--- config.mk ---
export PLATFORM = sky130hd
export DESIGN_NAME = dual_stage_wdog
export DESIGN_NICKNAME = d
export VERILOG_FILES = /design/src/rtl/wdog_pkg.sv /design/src/rtl/wdog_regif.sv /design/src/rtl/wdog_timer.sv /design/src/rtl/dual_stage_wdog.sv
export SDC_FILE = /design/constraint.sdc
export NUM_CORES = 1
export LEC_CHECK = 0
export BUFFER_PORTS_ARGS = -buffer_cell sky130_fd_sc_hd__buf_2
export CORE_UTILIZATION = 25
export DETAILED_ROUTE_END_ITERATION = 10
export GPL_ROUTABILITY_DRIVEN = 0
export SLEW_MARGIN = 0
export SYNTH_ARGS = -nofsm -noshare
export SYNTH_HDL_FRONTEND = slang
export SYNTH_HIERARCHICAL = 1
export SYNTH_SLANG_ARGS = --single-unit
--- constraint.sdc ---
create_clock -name clk -period 9.35 [get_ports clk]
set_input_delay 1.87 -clock clk [delete_from_list [all_inputs] [get_ports clk]]
set_output_delay 1.87 -clock clk [all_outputs]
set_load 0.005 [all_outputs]
--- src/rtl/wdog_pkg.sv ---
package wdog_pkg;

  localparam logic [11:0] ADDR_REFRESH  = 12'h000;
  localparam logic [11:0] ADDR_CTRL     = 12'h000;
  localparam logic [11:0] ADDR_OFFSET   = 12'h008;
  localparam logic [11:0] ADDR_CV_LO    = 12'h010;
  localparam logic [11:0] ADDR_CV_HI    = 12'h014;
  localparam logic [11:0] ADDR_IFID     = 12'hFCC;
  localparam logic [11:0] ADDR_ID_FIRST = 12'hFD0;

  // Strobes from the register interface to the timer datapath.
  typedef struct packed {
    logic        refresh;   // refresh-frame word written
    logic        ctrlWr;    // control word written
    logic        offsetWr;  // interval word written
    logic        cvLoWr;    // deadline low word written
    logic        cvHiWr;    // deadline high word written
    logic [31:0] data;      // control-frame write data
  } wdStrobe_t;

endpackage

--- src/rtl/wdog_regif.sv ---
module wdog_regif
  import wdog_pkg::*;
#(
  parameter int          ADDR_W     = 12,
  parameter int          DATA_W     = 32,
  parameter int          COUNT_W    = 64,
  parameter logic [31:0] IFID_VALUE = 32'h0A55_0001,
  parameter logic [7:0]  ID_SEED    = 8'h40,
  parameter int          ID_WORDS   = 12
) (
  input  logic                rfSel,
  input  logic                rfWrite,
  input  logic [ADDR_W-1:0]   rfAddr,
  output logic [DATA_W-1:0]   rfRdata,
  input  logic                cfSel,
  input  logic                cfWrite,
  input  logic [ADDR_W-1:0]   cfAddr,
  input  logic [DATA_W-1:0]   cfWdata,
  output logic [DATA_W-1:0]   cfRdata,
  input  logic                en,
  input  logic                ws0,
  input  logic                ws1,
  input  logic [DATA_W-1:0]   offset,
  input  logic [COUNT_W-1:0]  compare,
  output wdStrobe_t           stb
);

  localparam int HI_W = COUNT_W - DATA_W;

  logic [DATA_W-1:0] idTable [ID_WORDS];
  logic [ADDR_W-1:0] idAddr  [ID_WORDS];

  genvar gi;
  generate
    for (gi = 0; gi < ID_WORDS; gi++) begin : g_id
      assign idTable[gi] = DATA_W'(ID_SEED) + DATA_W'(gi);
      assign idAddr[gi]  = ADDR_W'(int'(ADDR_ID_FIRST) + 4 * gi);
    end
  endgenerate

  logic [DATA_W-1:0] idRdRf, idRdCf;

  always_comb begin
    idRdRf = '0;
    idRdCf = '0;
    if (rfAddr == ADDR_W'(ADDR_IFID)) idRdRf = DATA_W'(IFID_VALUE);
    if (cfAddr == ADDR_W'(ADDR_IFID)) idRdCf = DATA_W'(IFID_VALUE);
    for (int i = 0; i < ID_WORDS; i++) begin
      if (rfAddr == idAddr[i]) idRdRf = idTable[i];
      if (cfAddr == idAddr[i]) idRdCf = idTable[i];
    end
  end

  logic rfWr, cfWr;
  assign rfWr = rfSel && rfWrite;
  assign cfWr = cfSel && cfWrite;

  always_comb begin
    stb          = '0;
    stb.data     = 32'(cfWdata);
    stb.refresh  = rfWr && (rfAddr == ADDR_W'(ADDR_REFRESH));
    stb.ctrlWr   = cfWr && (cfAddr == ADDR_W'(ADDR_CTRL));
    stb.offsetWr = cfWr && (cfAddr == ADDR_W'(ADDR_OFFSET));
    stb.cvLoWr   = cfWr && (cfAddr == ADDR_W'(ADDR_CV_LO));
    stb.cvHiWr   = cfWr && (cfAddr == ADDR_W'(ADDR_CV_HI));
  end

  always_comb begin
    rfRdata = '0;
    if (rfSel && !rfWrite) rfRdata = idRdRf;
  end

  always_comb begin
    cfRdata = '0;
    if (cfSel && !cfWrite) begin
      if (cfAddr == ADDR_W'(ADDR_CTRL))        cfRdata = DATA_W'({ws1, ws0, en});
      else if (cfAddr == ADDR_W'(ADDR_OFFSET)) cfRdata = offset;
      else if (cfAddr == ADDR_W'(ADDR_CV_LO))  cfRdata = compare[DATA_W-1:0];
      else if (cfAddr == ADDR_W'(ADDR_CV_HI))  cfRdata = DATA_W'(compare[DATA_W +: HI_W]);
      else                                     cfRdata = idRdCf;
    end
  end

endmodule

--- src/rtl/wdog_timer.sv ---
module wdog_timer
  import wdog_pkg::*;
#(
  parameter int DATA_W  = 32,
  parameter int COUNT_W = 64
) (
  input  logic               clk,
  input  logic               rst_n,
  input  logic [COUNT_W-1:0] sysCount,
  input  wdStrobe_t          stb,
  output logic               en,
  output logic               ws0,
  output logic               ws1,
  output logic [DATA_W-1:0]  offset,
  output logic [COUNT_W-1:0] compare
);

  localparam int HI_W = COUNT_W - DATA_W;

  logic              due;
  logic              doRefresh;
  logic              cvWrite;
  logic [DATA_W-1:0] offsetNext;
  logic [COUNT_W-1:0] reloadVal;

  assign due        = sysCount >= compare;
  assign doRefresh  = stb.ctrlWr || (en && (stb.refresh || stb.offsetWr));
  assign cvWrite    = stb.cvLoWr || stb.cvHiWr;
  assign offsetNext = stb.offsetWr ? DATA_W'(stb.data) : offset;
  assign reloadVal  = sysCount + COUNT_W'(offsetNext);

  always_ff @(posedge clk) begin
    if (!rst_n) begin
      en      <= 1'b0;
      ws0     <= 1'b0;
      ws1     <= 1'b0;
      offset  <= '0;
      compare <= '0;
    end else begin
      if (stb.ctrlWr)   en     <= stb.data[0];
      if (stb.offsetWr) offset <= DATA_W'(stb.data);
      if (doRefresh) begin
        compare <= reloadVal;
        ws0     <= 1'b0;
      end else if (cvWrite) begin
        if (stb.cvLoWr) compare[DATA_W-1:0]    <= DATA_W'(stb.data);
        if (stb.cvHiWr) compare[DATA_W +: HI_W] <= HI_W'(stb.data);
      end else if (en && due) begin
        if (!ws0) begin
          ws0     <= 1'b1;
          compare <= reloadVal;
        end else begin
          ws1     <= 1'b1;
        end
      end
    end
  end

endmodule

--- src/rtl/dual_stage_wdog.sv ---
module dual_stage_wdog
  import wdog_pkg::*;
#(
  parameter int          ADDR_W     = 12,
  parameter int          DATA_W     = 32,
  parameter int          COUNT_W    = 64,
  parameter logic [31:0] IFID_VALUE = 32'h0A55_0001,
  parameter logic [7:0]  ID_SEED    = 8'h40,
  parameter int          ID_WORDS   = 12
) (
  input  logic               clk,
  input  logic               rst_n,
  input  logic [COUNT_W-1:0] sysCount,
  input  logic               rfSel,
  input  logic               rfWrite,
  input  logic [ADDR_W-1:0]  rfAddr,
  output logic [DATA_W-1:0]  rfRdata,
  input  logic               cfSel,
  input  logic               cfWrite,
  input  logic [ADDR_W-1:0]  cfAddr,
  input  logic [DATA_W-1:0]  cfWdata,
  output logic [DATA_W-1:0]  cfRdata,
  output logic               irqStage0,
  output logic               rstStage1
);

  wdStrobe_t          stb;
  logic               en, ws0, ws1;
  logic [DATA_W-1:0]  offset;
  logic [COUNT_W-1:0] compare;

  wdog_regif #(
    .ADDR_W(ADDR_W), .DATA_W(DATA_W), .COUNT_W(COUNT_W),
    .IFID_VALUE(IFID_VALUE), .ID_SEED(ID_SEED), .ID_WORDS(ID_WORDS)
  ) u_regif (
    .rfSel(rfSel), .rfWrite(rfWrite), .rfAddr(rfAddr), .rfRdata(rfRdata),
    .cfSel(cfSel), .cfWrite(cfWrite), .cfAddr(cfAddr), .cfWdata(cfWdata),
    .cfRdata(cfRdata), .en(en), .ws0(ws0), .ws1(ws1), .offset(offset),
    .compare(compare), .stb(stb)
  );

  wdog_timer #(.DATA_W(DATA_W), .COUNT_W(COUNT_W)) u_timer (
    .clk(clk), .rst_n(rst_n), .sysCount(sysCount), .stb(stb),
    .en(en), .ws0(ws0), .ws1(ws1), .offset(offset), .compare(compare)
  );

  assign irqStage0 = ws0;
  assign rstStage1 = ws1;

endmodule

## Yosys cells after proc, flatten, opt, wreduce, memory -nomap -nowiden

Index checks and enable logic that the tools add are counted.

- Output and inout port bits: 66
- Logic and storage cells: 106
- Input port bits: 126
- Bits in registers: 99

- Equality and inequality tests: 32
- $add $sub $neg: 1
- Reductions and logical operators: 24
- Magnitude comparators: 1
- Mux-type cells: 39
- Bitwise gates (word level): 3

Operator list:

| operator | count |
|---|---|
| two-way mux 28 bit | 27 |
| equality test 12 bit, second input constant | 26 |
| two-way mux 32 bit | 8 |
| two-way mux 64 bit | 4 |
| adder 64 x 32 -> 64 bit | 1 |
| greater-or-equal comparator 64 bit | 1 |
| equality test 12 x 5 -> 1 bit, second input constant | 2 |
| logical NOT 12 bit | 2 |
| equality test 12 x 4 -> 1 bit, second input constant | 1 |
| logical AND 1 bit | 11 |
| != test 3 x 1 -> 1 bit, second input constant | 2 |
| AND reduction 3 bit | 2 |
| AND reduction 4 bit | 1 |
| logical OR 1 bit | 3 |
| != test 3 bit, second input constant | 1 |
| inverter 1 bit | 3 |
| nonzero test 3 bit | 1 |
| logical NOT 1 bit | 2 |
| AND reduction 2 bit | 1 |
| OR reduction 2 bit | 1 |

## Logic depth before layout (Yosys ltp)

Gate-level depths: netlist (run 1).

- Word-level depth: 19
- Gate-level depth with buffers: 21

## Hierarchy

Netlist (run 1), hierarchy kept.

Modules (own cells, without submodules):

| module | area an instance (sq um) | sequential area each (sq um) | times used | cells each |
|---|---|---|---|---|
| wdog_timer | 8325.5 | 1981.9 | 1 | 1081 |
| wdog_regif | 1706.6 | 0.0 | 1 | 252 |

## Least setup slack after synthesis (run 1)

No wires, ideal clock.

- Path type: input to register
- Start: in cfAddr[3]
- End: reg u_timer.compare[39]
- Data required time: 9.220 ns
- Arrival time: 6.545 ns
- Cell stages on the path: 20
- Setup slack: 2.676 ns
- Cell sequence: clkbuf_1 -> nor4b_1 -> and4_1 -> clkbuf_1 -> buf_2 -> and3_1 -> clkbuf_1 -> clkbuf_1 -> mux2_2 -> ha_1 -> a21o_1 -> a31o_1 -> o211a_1 -> o311a_1 -> or4_4 -> and2_4 -> buf_6 -> a211o_1 -> nand3_1 -> o32ai_1

RTL lines:

| element | RTL line | RTL |
|---|---|---|
| start, declared | dual_stage_wdog.sv:20 | `input logic [ADDR_W-1:0] cfAddr,` |
| end signal, assigned | wdog_timer.sv:43 | `compare <= reloadVal;` |
| end signal, assigned by index | wdog_timer.sv:46 | `if (stb.cvLoWr) compare[DATA_W-1:0] <= DATA_W'(stb.data);` |
| end signal, assigned by index | wdog_timer.sv:47 | `if (stb.cvHiWr) compare[DATA_W +: HI_W] <= HI_W'(stb.data);` |
| end, declared | wdog_timer.sv:15 | `output logic [COUNT_W-1:0] compare` |

==> summary.txt, run 1 <==
Status - finished, violations left
Failing checks - design-rule violations
Fin util - 28.6%
Yosys top cell area share - 19.8%
Register area share after synthesis - 19.8%
Die area - 0.0409 mm2
Final hold violation count - 0
Vias per std cell - 5.45
CP startpoint - cfAddr[3]
# IOs - 192
# H-tree levels - 3
Port buffer count - 170
Internal power - 0.000721 W
Synthesized area - 0.0100 mm2
Grt ovf - 0
Ys async rst share - 0%
Worst Skew - 0.00786 ns
Mux share of post-synthesis cell area - 7.03%
Starting Density - 25.3%
CTS max path bufs - 2
DRC Markers - 4
Switch share - 29.7%
Die Height - 202 um
Synth Area in XOR/XNOR - 4.02%
Worst Hold Class - reg2reg
Worst Max-Slew Pin Slew - 1.12 ns
Detailed Route Iter0 Violations - 1241
Fin. max-slew vios - 0
Critical path type - in2reg
Hold_sp - u_timer/ws1
Reg power frac - 41.1%
Vias in the first global route - 9793
Most area-consuming cells after synthesis - dfxtp_1, ha_1, mux2_2, nand2_1, buf_4
Max Freq - 137 MHz
Main flop type after synthesis - dfxtp_1
Dpl cell area - 0.0110 mm2
Fin crit share - 77.8%
Post-CTS Setup Inserts - 0
Site Rows - 73
RR Startpoint - u_timer/compare[55]
Post-Syn Instances - 1333
Largest family of logic cells by synthesized area - simple AND/OR/NAND/NOR gates
Area growth, synth to finish - 13.1%
Hold Buf Count CTS - 0
Post-route ant nets - 0
WL final - 40000 um
Fin crit period - 7.28 ns
Core box area - 0.0396 mm2
Vias post-DR - 10611
First-pass GRT wire length - 59300 um
Worst path arrival time - 7.52 ns
Slew margin rel. - 25.6%
Num CTS Buffers - 9
Pwr Density - 90.3 mW/mm2
Worst Setup End Kind - register
Cell with the most instances after synthesis - nand2_1
CP Data Required Time - 9.59 ns
Worst skew pair latency - 0.36 ns
Mean post-synth cell area - 7.53 um2
DR WL/cell - 20.5 um
Largest net degree at the start of global routing - 68
Final WS setup - 2.07 ns
NetSw - 0.000304 W
Buffer type at the clock tree root - clkbuf_16
CTS tree - built
Adder-Cell Fraction of Synth Area - 12.2%
Initial antenna violation count - 10
Clock transition at path regs - 0.08 ns
Combinational power share - 16.9%
Distinct cells, synth - 75
Top cells by count, synth - nand2_1, nor2_1, dfxtp_1
Drt first pass iters - 8
Resized Gates After CTS - 0
Peak supply drop - 0.0000822 V
LEAKAGE - 4.61 nW
Share of cells above drive strength 1 - 19.7%
Maxcap violations - 0
TNS Setup - 0 ns
Yosys warns - 6
Synth Register Bits - 99
Post-Synth Simple-Gate Area - 23.8%
DP Wirelength - 31900 um
Total Routing Usage GR - 19.0%
CP Max Fanout - 24
DP Worst Slack - 1.88 ns
Synth Area in Compound Gates - 22.6%
Unrepaired setup endpoints after global routing - false
Fin area - 0.0113 mm2
Post-synth EDFFs - 0
Startpoint Class - input port
Area leader, netlist - dfxtp_1
Nets - 1639
Endpoints failing setup - 0
Clock power share - 42.0%
TritonCTS Sinks - 99
Die X - 202 um
## cell type report
class	instances	area [um2]
Antenna cell	2	5.00
Clock buffer	9	225
Clock inverter	7	101
Fill cell	4304	28300
Inverter	89	334
Multi-Input combinational cell	1035	7080
Sequential cell	99	1980
Tap cell	525	657
Timing Repair Buffer	182	953
## cells in the final DEF, fill, tap and decap left out, types with 10 or more instances in the layout
cell,synthesis,layout
o211ai_1,11,11
a21o_1,28,28
a211oi_1,12,12
a22oi_1,21,21
nand3_1,23,23
nor3_1,32,32
a311oi_1,13,13
and3_1,12,12
o21a_1,10,10
buf_2,8,170
mux2_2,60,60
and2_1,35,35
nor2_1,104,103
nand4_1,48,48
dfxtp_1,99,99
a21oi_1,74,74
conb_1,1,21
ha_1,96,96
a31oi_1,17,17
nor4_1,18,18
xnor2_1,32,32
inv_1,89,89
buf_4,59,11
o32ai_1,11,11
xor2_1,14,14
nand2_1,143,143
o221ai_1,15,15
o21ai_0,55,55
## sequential cells by signal, indices dropped and copies added (netlist names)
name,flops
u_timer/compare,64
u_timer/offset,32
u_timer/en,1
u_timer/ws0,1
u_timer/ws1,1
## worst max-delay path, stage by stage
cell	delay, ns
buf_2	0.32
nor4b_1	0.45
and4_1	0.25
buf_4	0.31
and3_1	0.74
buf_12	0.27
mux2_2	0.37
ha_1	0.38
nand2_1	0.14
nor4_1	0.52
and3_1	0.26
a211oi_1	0.08
a21oi_1	0.52
nor2_1	0.29
nor4_1	0.43
mux2i_1	0.23
o32ai_1	0.08
## power groups by stage
stage,clock [W],combinational [W],sequential [W]
global placement,0,0.000166,0.000431
detailed placement,0,0.000169,0.000431
CTS,0.000437,0.000171,0.000421
global route,0.000450,0.000189,0.000421
finish,0.000430,0.000173,0.000421
floorplan,0,0.000107,0.000431
## path summary, 6_finish.rpt
path                         end  slack [ns]  cells after the start
min reg2reg          u_timer/ws1        0.51                      1
max          u_timer/compare[62]        2.07                     17
min                  u_timer/ws1        0.51                      1
max reg2reg  u_timer/compare[36]        4.86                     11
## stage by stage
stage | hold slack, ns | std cells | power [W]
after floorplan | 0.456 | 1353 | 0.000538
after global placement | 0.484 | 1930 | 0.000598
after detailed placement | 0.480 | 1930 | 0.000601
after CTS | 0.497 | 1946 | 0.00103
after global routing | 0.541 | 1947 | 0.00106
final | 0.509 | 1948 | 0.00102
## logic make-up (layout without fill, tap and decap cells)
| kind of cell | Yosys count | in the layout |
|---|---|---|
| buffers and inverters | 219 | 287 |
| adder cells (fa/ha/maj) | 97 | 97 |
| AND/OR/NAND/NOR | 476 | 476 |
| XOR/XNOR | 46 | 46 |
| multiplexers | 63 | 63 |
| other | 1 | 23 |
| AO/OA/AOI/OAI | 332 | 332 |
| flip-flops | 99 | 99 |
## per-layer routing
metal  part of all wire, %  GRT usage [%]  wire (um)
met4                   4.3           8.46       1720
met2                    44           29.2      17400
met5                  0.24              0         95
met3                   9.7           3.71       3890
met1                    42           25.6      16800
Power figures use the tool's default switching activity.
==> run 2, diff against run 1 <==
clock period = 6.34 ns   (was 9.35 ns; I/O delays follow)
==> run 2 against run 1 <==
The run still ends with design-rule violations left. Sequential share of layout area is 0.14 points lower. Cell area increased by 0.82%. Cell count grew 0.62%. Via count shrank 0.73%. Worst hold slack got worse by 0.0064 ns. Non-clock buffer count grew 9. First-iteration DRC count is 19% lower. Clock power is 51% higher. Routed wire length shrank 0.26%. Critical endpoint is now u_timer/compare[53].
==> summary.txt, run 2 (synthesis results as in run 1) <==
Status - finished, violations left (unchanged)
Failing checks - design-rule violations (unchanged)
Worst Hold Class - reg2reg (unchanged)
Vias post-DR - 10534 (was 10611)
RR Startpoint - u_timer/compare[55] (unchanged)
Commonest cells after routing, fill and taps aside - buf_2, nand2_1, nor2_1, dfxtp_1, ha_1 (unchanged)
Fin crit period - 5.78 ns
Reg2reg setup slack - 2.25 ns (was 4.86 ns)
Worst Skew - 0.00912 ns (was 0.00786 ns)
Drt first pass iters - 8 (unchanged)
Die area - 0.0409 mm2 (unchanged)
TNS Setup - 0 ns (unchanged)
Vias in the first global route - 9872 (was 9793)
Post-CTS Setup Inserts - 0 (unchanged)
Grt ovf - 0 (unchanged)
DRC Markers - 4 (unchanged)
CP top delay family - simple AND/OR/NAND/NOR gates (unchanged)
Vias per std cell - 5.37 (was 5.45)
Peak supply drop - 0.000136 V (was 0.0000822 V)
FF-to-FF path depth - 13 (was 11)
Critical path buffers and inverters - 2 (was 3)
Port buffer count - 170 (unchanged)
Starting Density - 25.3% (unchanged)
Share of cells above drive strength 1 - 20.2% (was 19.7%)
Worst Max-Slew Pin Slew - 1.02 ns (was 1.12 ns)
Detailed Route Iter0 Violations - 1005 (was 1241)
Slew margin rel. - 31.6% (was 25.6%)
Largest net degree at the start of global routing - 66 (was 68)
Buffer type at the clock tree root - clkbuf_16 (unchanged)
CP Max Fanout - 32 (was 24)
Num CTS Buffers - 9 (unchanged)
Fin. max-slew vios - 0 (unchanged)
Core box area - 0.0396 mm2 (unchanged)
Crit-path slowest cell - nor4_1 (was and3_1)
Finished Layout Cells - 1960 (was 1948)
Worst flop-to-flop path endpoint - u_timer/compare[37] (was u_timer/compare[36])
Largest register FFs - 64 (unchanged)
Unrepaired setup endpoints after global routing - false (unchanged)
DP Wirelength - 31900 um (about the same)
CTS max path bufs - 2 (unchanged)
Hold Crit Endpoint - u_timer/compare[61] (was u_timer/ws1)
Endpoints failing setup - 0 (unchanged)
Die X - 202 um (unchanged)
Hold_sp - u_timer/compare[61] (was u_timer/ws1)
Levels on crit path - 16 (was 17)
Maxcap violations - 0 (unchanged)
Nets - 1648 (was 1639)
CTS tree - built (unchanged)
Pwr Density - 133 mW/mm2 (was 90.3 mW/mm2)
Worst Setup End Kind - register (unchanged)
Critical path type - in2reg (unchanged)
Post-route ant nets - 0 (unchanged)
CP peak stage delay - 0.55 ns (was 0.74 ns)
CP Data Required Time - 6.63 ns (was 9.59 ns)
Cell Chain, Critical Path - buf_2 > nor4b_1 > and4_1 > and3_1 > buf_12 > mux2_2 > ha_1 > nand2_1 > nor4_1 > and2_1 > o311a_1 > or4_4 > nand4_2 > or3_1 > a31o_1 > o22ai_1 (was buf_2 > nor4b_1 > and4_1 > buf_4 > and3_1 > buf_12 > mux2_2 > ha_1 > nand2_1 > nor4_1 > and3_1 > a211oi_1 > a21oi_1 > nor2_1 > nor4_1 > mux2i_1 > o32ai_1)
First-pass GRT wire length - 59200 um (was 59300 um)
Fin crit share - 91.1%
Hold Buf Count CTS - 0 (unchanged)
Final hold violation count - 0 (unchanged)
Max Freq - 173 MHz
Site Rows - 73 (unchanged)
# IOs - 192 (unchanged)
Die Height - 202 um (unchanged)
Most common cell after layout, fill and taps aside - buf_2 (unchanged)
TritonCTS Sinks - 99 (unchanged)
Resized Gates After CTS - 0 (unchanged)
Total Routing Usage GR - 18.9% (was 19.0%)
Area growth, synth to finish - 14.0% (was 13.1%)
Initial antenna violation count - 12 (was 10)
# H-tree levels - 3 (unchanged)
Worst path arrival time - 6.07 ns (was 7.52 ns)
LEAKAGE - 4.66 nW (was 4.61 nW)
Largest registers - u_timer/compare: 64 flops, u_timer/offset: 32 flops (unchanged)
Fin util - 28.8% (was 28.6%)
WL final - 39900 um (was 40000 um)
Clock transition at path regs - 0.08 ns (about the same)
DR WL/cell - 20.3 um (was 20.5 um)
Startpoint Class - input port (unchanged)
Register bank with the most flops - u_timer/compare (unchanged)
Worst skew pair latency - 0.37 ns (was 0.36 ns)
Placed cells - 1939 (was 1930)
Fillers - 4315 (was 4304)
Hold Path Stages - 2 (was 1)
run 2: changes by cell type in the layout (fill, tap and decap cells not counted), sizes merged:
cell / change
buf: +9
clkinvlp: +1
diode: +3
inv: +2
clkinv: -3
run 2: worst max-delay path by stage:
stage              start                   to
2_1_floorplan  cfAddr[3]  u_timer/compare[39]
3_3_place_gp   cfAddr[3]  u_timer/compare[55]
3_5_place_dp   cfAddr[3]  u_timer/compare[53]
4_1_cts        cfAddr[3]  u_timer/compare[53]
5_1_grt        cfAddr[3]  u_timer/compare[53]
6_report       cfAddr[3]  u_timer/compare[53]
run 2: worst reg2reg max path: stages (launching register included):
cell       delay, ns
dfxtp_1         0.51
inv_1           0.08
ha_1            0.32
nand4_1         0.15
nor4_1          0.31
buf_4           0.19
nand4_1         0.21
o2bb2ai_1       0.21
a2111oi_0       0.10
nand2b_1        0.22
a311o_1         0.31
buf_4           0.45
nand2_1         0.48
o32ai_1         0.45
run 2: metal layers:
metal | vias to the layer above | global-route usage (%) | part of all wire [%]
met4 | 14 | 8.89 | 4.2
met5 | - | 0 | 0.19
li1 | 4967 | - | -
met3 | 101 | 4.29 | 8.4
met2 | 517 | 29.4 | 44
met1 | 4935 | 24.5 | 43
run 2: layout make-up:
type	instances	area (um2)	share of cell area [%]
flip-flops and latches	99	1980	17.3
clock buffers	9	225	1.97
inverters	89	334	2.92
repair buffers	191	1030	9.04
diodes	5	12.5	0.109
multi-input cells	1035	7080	62.0
well taps	525	657	5.74
clock inverters	7	106	0.930
run 2: power by group:
group | internal, W | switching, W | leakage (nW)
sequential | 0.000621 | 0.0000000917 | 0.797
combinational | 0.0000917 | 0.000163 | 3.71
clock | 0.000354 | 0.000295 | 0.156
total | 0.00107 | 0.000458 | 4.66
run 2: per-stage QoR:
stage	power, W	instance area, um2	setup slack [ns]	hold WS [ns]
after global placement	0.000882	11100	0.465	0.489
after detailed placement	0.000886	11100	0.376	0.480
final	0.00153	11400	0.562	0.502
after floorplan	0.000793	10100	0.268	0.456
after global routing	0.00157	11400	0.426	0.540
after CTS	0.00152	11400	0.738	0.502
==> run 3, diff against run 2 <==
CORE_UTILIZATION = 52   (was 25)
PLACE_DENSITY = 0.79   (was not set)
==> run 3 against run 2 <==
The flow now finishes without violations. Core utilization increased by 30 points. Sequential power about the same. Global-route usage increased by 16 points. Critical path type unchanged. Largest power group is now registers. Worst hold slack improved by 0.0019 ns. Routed wire length decreased by 12%. Sequential share of layout area increased by 0.61 points. Combinational power about the same.
==> summary.txt, run 3 (synthesis results as in run 1) <==
Combinational power share - 17.1% (was 16.7%)
Placed cells - 1671 (was 1939)
Buffer type at the clock tree root - clkbuf_16 (unchanged)
CTS tree - built (unchanged)
Largest net degree at the start of global routing - 52 (was 66)
Area growth, synth to finish - 10.1% (was 14.0%)
Cell with the most instances on the worst path - a31o_1
Post-CTS Setup Inserts - 0 (unchanged)
DP Wirelength - 26900 um (was 31900 um)
Nets - 1645 (was 1648)
Status - complete, no violations (was finished, violations left)
Hold Buf Count CTS - 0 (unchanged)
# IOs - 192 (unchanged)
Hold Path Stages - 2 (unchanged)
Fillers - 1712 (was 4315)
FF-to-FF path depth - 12 (was 13)
Vias in the first global route - 9745 (was 9872)
Largest register FFs - 64 (unchanged)
Starting Density - 53.3% (was 25.3%)
Vias per std cell - 6.46 (was 5.37)
Die Height - 141 um (was 202 um)
Worst path arrival time - 5.76 ns (was 6.07 ns)
Commonest cells after routing, fill and taps aside - buf_2, nand2_1, nor2_1, dfxtp_1, ha_1 (unchanged)
Crit-path slowest cell - or4_4 (was nor4_1)
Die area - 0.0199 mm2 (was 0.0409 mm2)
Pwr Density - 134 mW/mm2 (was 133 mW/mm2)
Hold_sp - u_timer/compare[61] (unchanged)
Fin. max-slew vios - 0 (unchanged)
CP startpoint - cfAddr[3] (unchanged)
TNS Setup - 0 ns (unchanged)
RR Startpoint - u_timer/compare[21] (was u_timer/compare[55])
Port buffer count - 170 (unchanged)
Worst skew pair latency - 0.36 ns (was 0.37 ns)
Site Rows - 50 (was 73)
Worst Skew - 0.00815 ns (was 0.00912 ns)
Grt ovf - 0 (unchanged)
First-pass GRT wire length - 53100 um (was 59200 um)
Cell Chain, Critical Path - buf_2 > nor4b_1 > and4_1 > and3_1 > buf_12 > mux2_2 > ha_1 > a21o_1 > a31o_1 > o211a_1 > o311a_1 > or4_4 > and2_4 > a31o_1 > a21oi_1 > o32ai_2 (was buf_2 > nor4b_1 > and4_1 > and3_1 > buf_12 > mux2_2 > ha_1 > nand2_1 > nor4_1 > and2_1 > o311a_1 > or4_4 > nand4_2 > or3_1 > a31o_1 > o22ai_1)
LEAKAGE - 4.64 nW (was 4.66 nW)
WL final - 34900 um (was 39900 um)
Largest registers - u_timer/compare: 64 flops, u_timer/offset: 32 flops (unchanged)
CP peak stage delay - 0.52 ns (was 0.55 ns)
Post-route ant nets - 0 (unchanged)
Drt first pass iters - 6 (was 8)
Tot Pwr - 0.00147 W (was 0.00153 W)
Max Freq - 181 MHz (was 173 MHz)
DRC Markers - 0 (was 4)
Internal power - 0.00106 W (was 0.00107 W)
Critical path type - in2reg (unchanged)
Most common cell after layout, fill and taps aside - buf_2 (unchanged)
# H-tree levels - 3 (unchanged)
Vias post-DR - 10895 (was 10534)
N_diodes - 0 (was 5)
Endpoints failing setup - 0 (unchanged)
Reg power frac - 42.1% (was 40.7%)
Slew margin rel. - 31.2% (was 31.6%)
Worst Setup End Kind - register (unchanged)
Worst Max-Slew Pin Slew - 1.02 ns (about the same)
CTS max path bufs - 2 (unchanged)
Detailed Route Iter0 Violations - 1543 (was 1005)
Worst Hold Class - reg2reg (unchanged)
Die X - 141 um (was 202 um)
Dpl cell area - 0.0107 mm2 (was 0.0111 mm2)
Register bank with the most flops - u_timer/compare (unchanged)
Fin area - 0.0110 mm2 (was 0.0114 mm2)
Peak supply drop - 0.0000991 V (was 0.000136 V)
Clock transition at path regs - 0.07 ns (was 0.08 ns)
TritonCTS Sinks - 99 (unchanged)
Num CTS Buffers - 9 (unchanged)
Fin crit share - 87.2% (was 91.1%)
Core box area - 0.0188 mm2 (was 0.0396 mm2)
CP Max Fanout - 33 (was 32)
Switch share - 28.3% (was 30.1%)
Unrepaired setup endpoints after global routing - false (unchanged)
Startpoint Class - input port (unchanged)
Initial antenna violation count - 0 (was 12)
Fin crit period - 5.53 ns (was 5.78 ns)
Share of cells above drive strength 1 - 19.9% (was 20.2%)
Clock power share - 40.8% (was 42.5%)
Final hold violation count - 0 (unchanged)
Total Routing Usage GR - 34.5% (was 18.9%)
CP Data Required Time - 6.57 ns (was 6.63 ns)
Maxcap violations - 0 (unchanged)
Finished Layout Cells - 1687 (was 1960)
NetSw - 0.000417 W (was 0.000458 W)
DR WL/cell - 20.7 um (was 20.3 um)
Resized Gates After CTS - 0 (unchanged)
[run 3: power by group through the flow]
stage,sequential (W),clock [W],combinational (W)
2_1_floorplan,0.000636,0,0.000157
3_3_place_gp,0.000636,0,0.000237
3_5_place_dp,0.000636,0,0.000241
4_1_cts,0.000622,0.000598,0.000243
5_1_grt,0.000621,0.000625,0.000274
6_report,0.000622,0.000601,0.000252
[run 3: stage by stage]
step	setup WS (ns)	utilization (%)	hold WS, ns
6_report	0.812	58.7	0.504
5_1_grt	0.610	58.7	0.515
4_1_cts	0.865	58.7	0.499
3_5_place_dp	0.496	57.0	0.483
3_3_place_gp	0.597	57.0	0.478
2_1_floorplan	0.268	-	0.456
[run 3: area by class of cell]
class	count	area, um2	area share (%)
Inverter	89	334	3.02
Clock inverter	5	77.6	0.702
Timing Repair Buffer	188	1010	9.15
Tap cell	260	325	2.94
Clock buffer	11	233	2.11
Sequential cell	99	1980	17.9
Multi-Input combinational cell	1035	7080	64.1
[run 3: path summary, 6_finish.rpt]
check	end	slack [ns]
worst max register to register	u_timer/compare[63]	2.24
worst min-delay path	u_timer/compare[61]	0.50
worst min register to register	u_timer/compare[61]	0.50
worst max-delay path	u_timer/compare[55]	0.81
[run 3: layer usage]
metal  part of all wire (%)  global-route usage [%]
met1                     41                    46.7
met2                     42                    51.0
met3                     13                    8.59
met4                    4.9                    17.1
met5                      0                       0
[run 3: critical path, delay by kind of cell]
family	cells	cell delay, ns
AOI/OAI and AO/OA	7	1.59
adders and majority gates	1	0.35
buffers and inverters	2	0.53
muxes	1	0.38
and+or+nand+nor	5	1.61
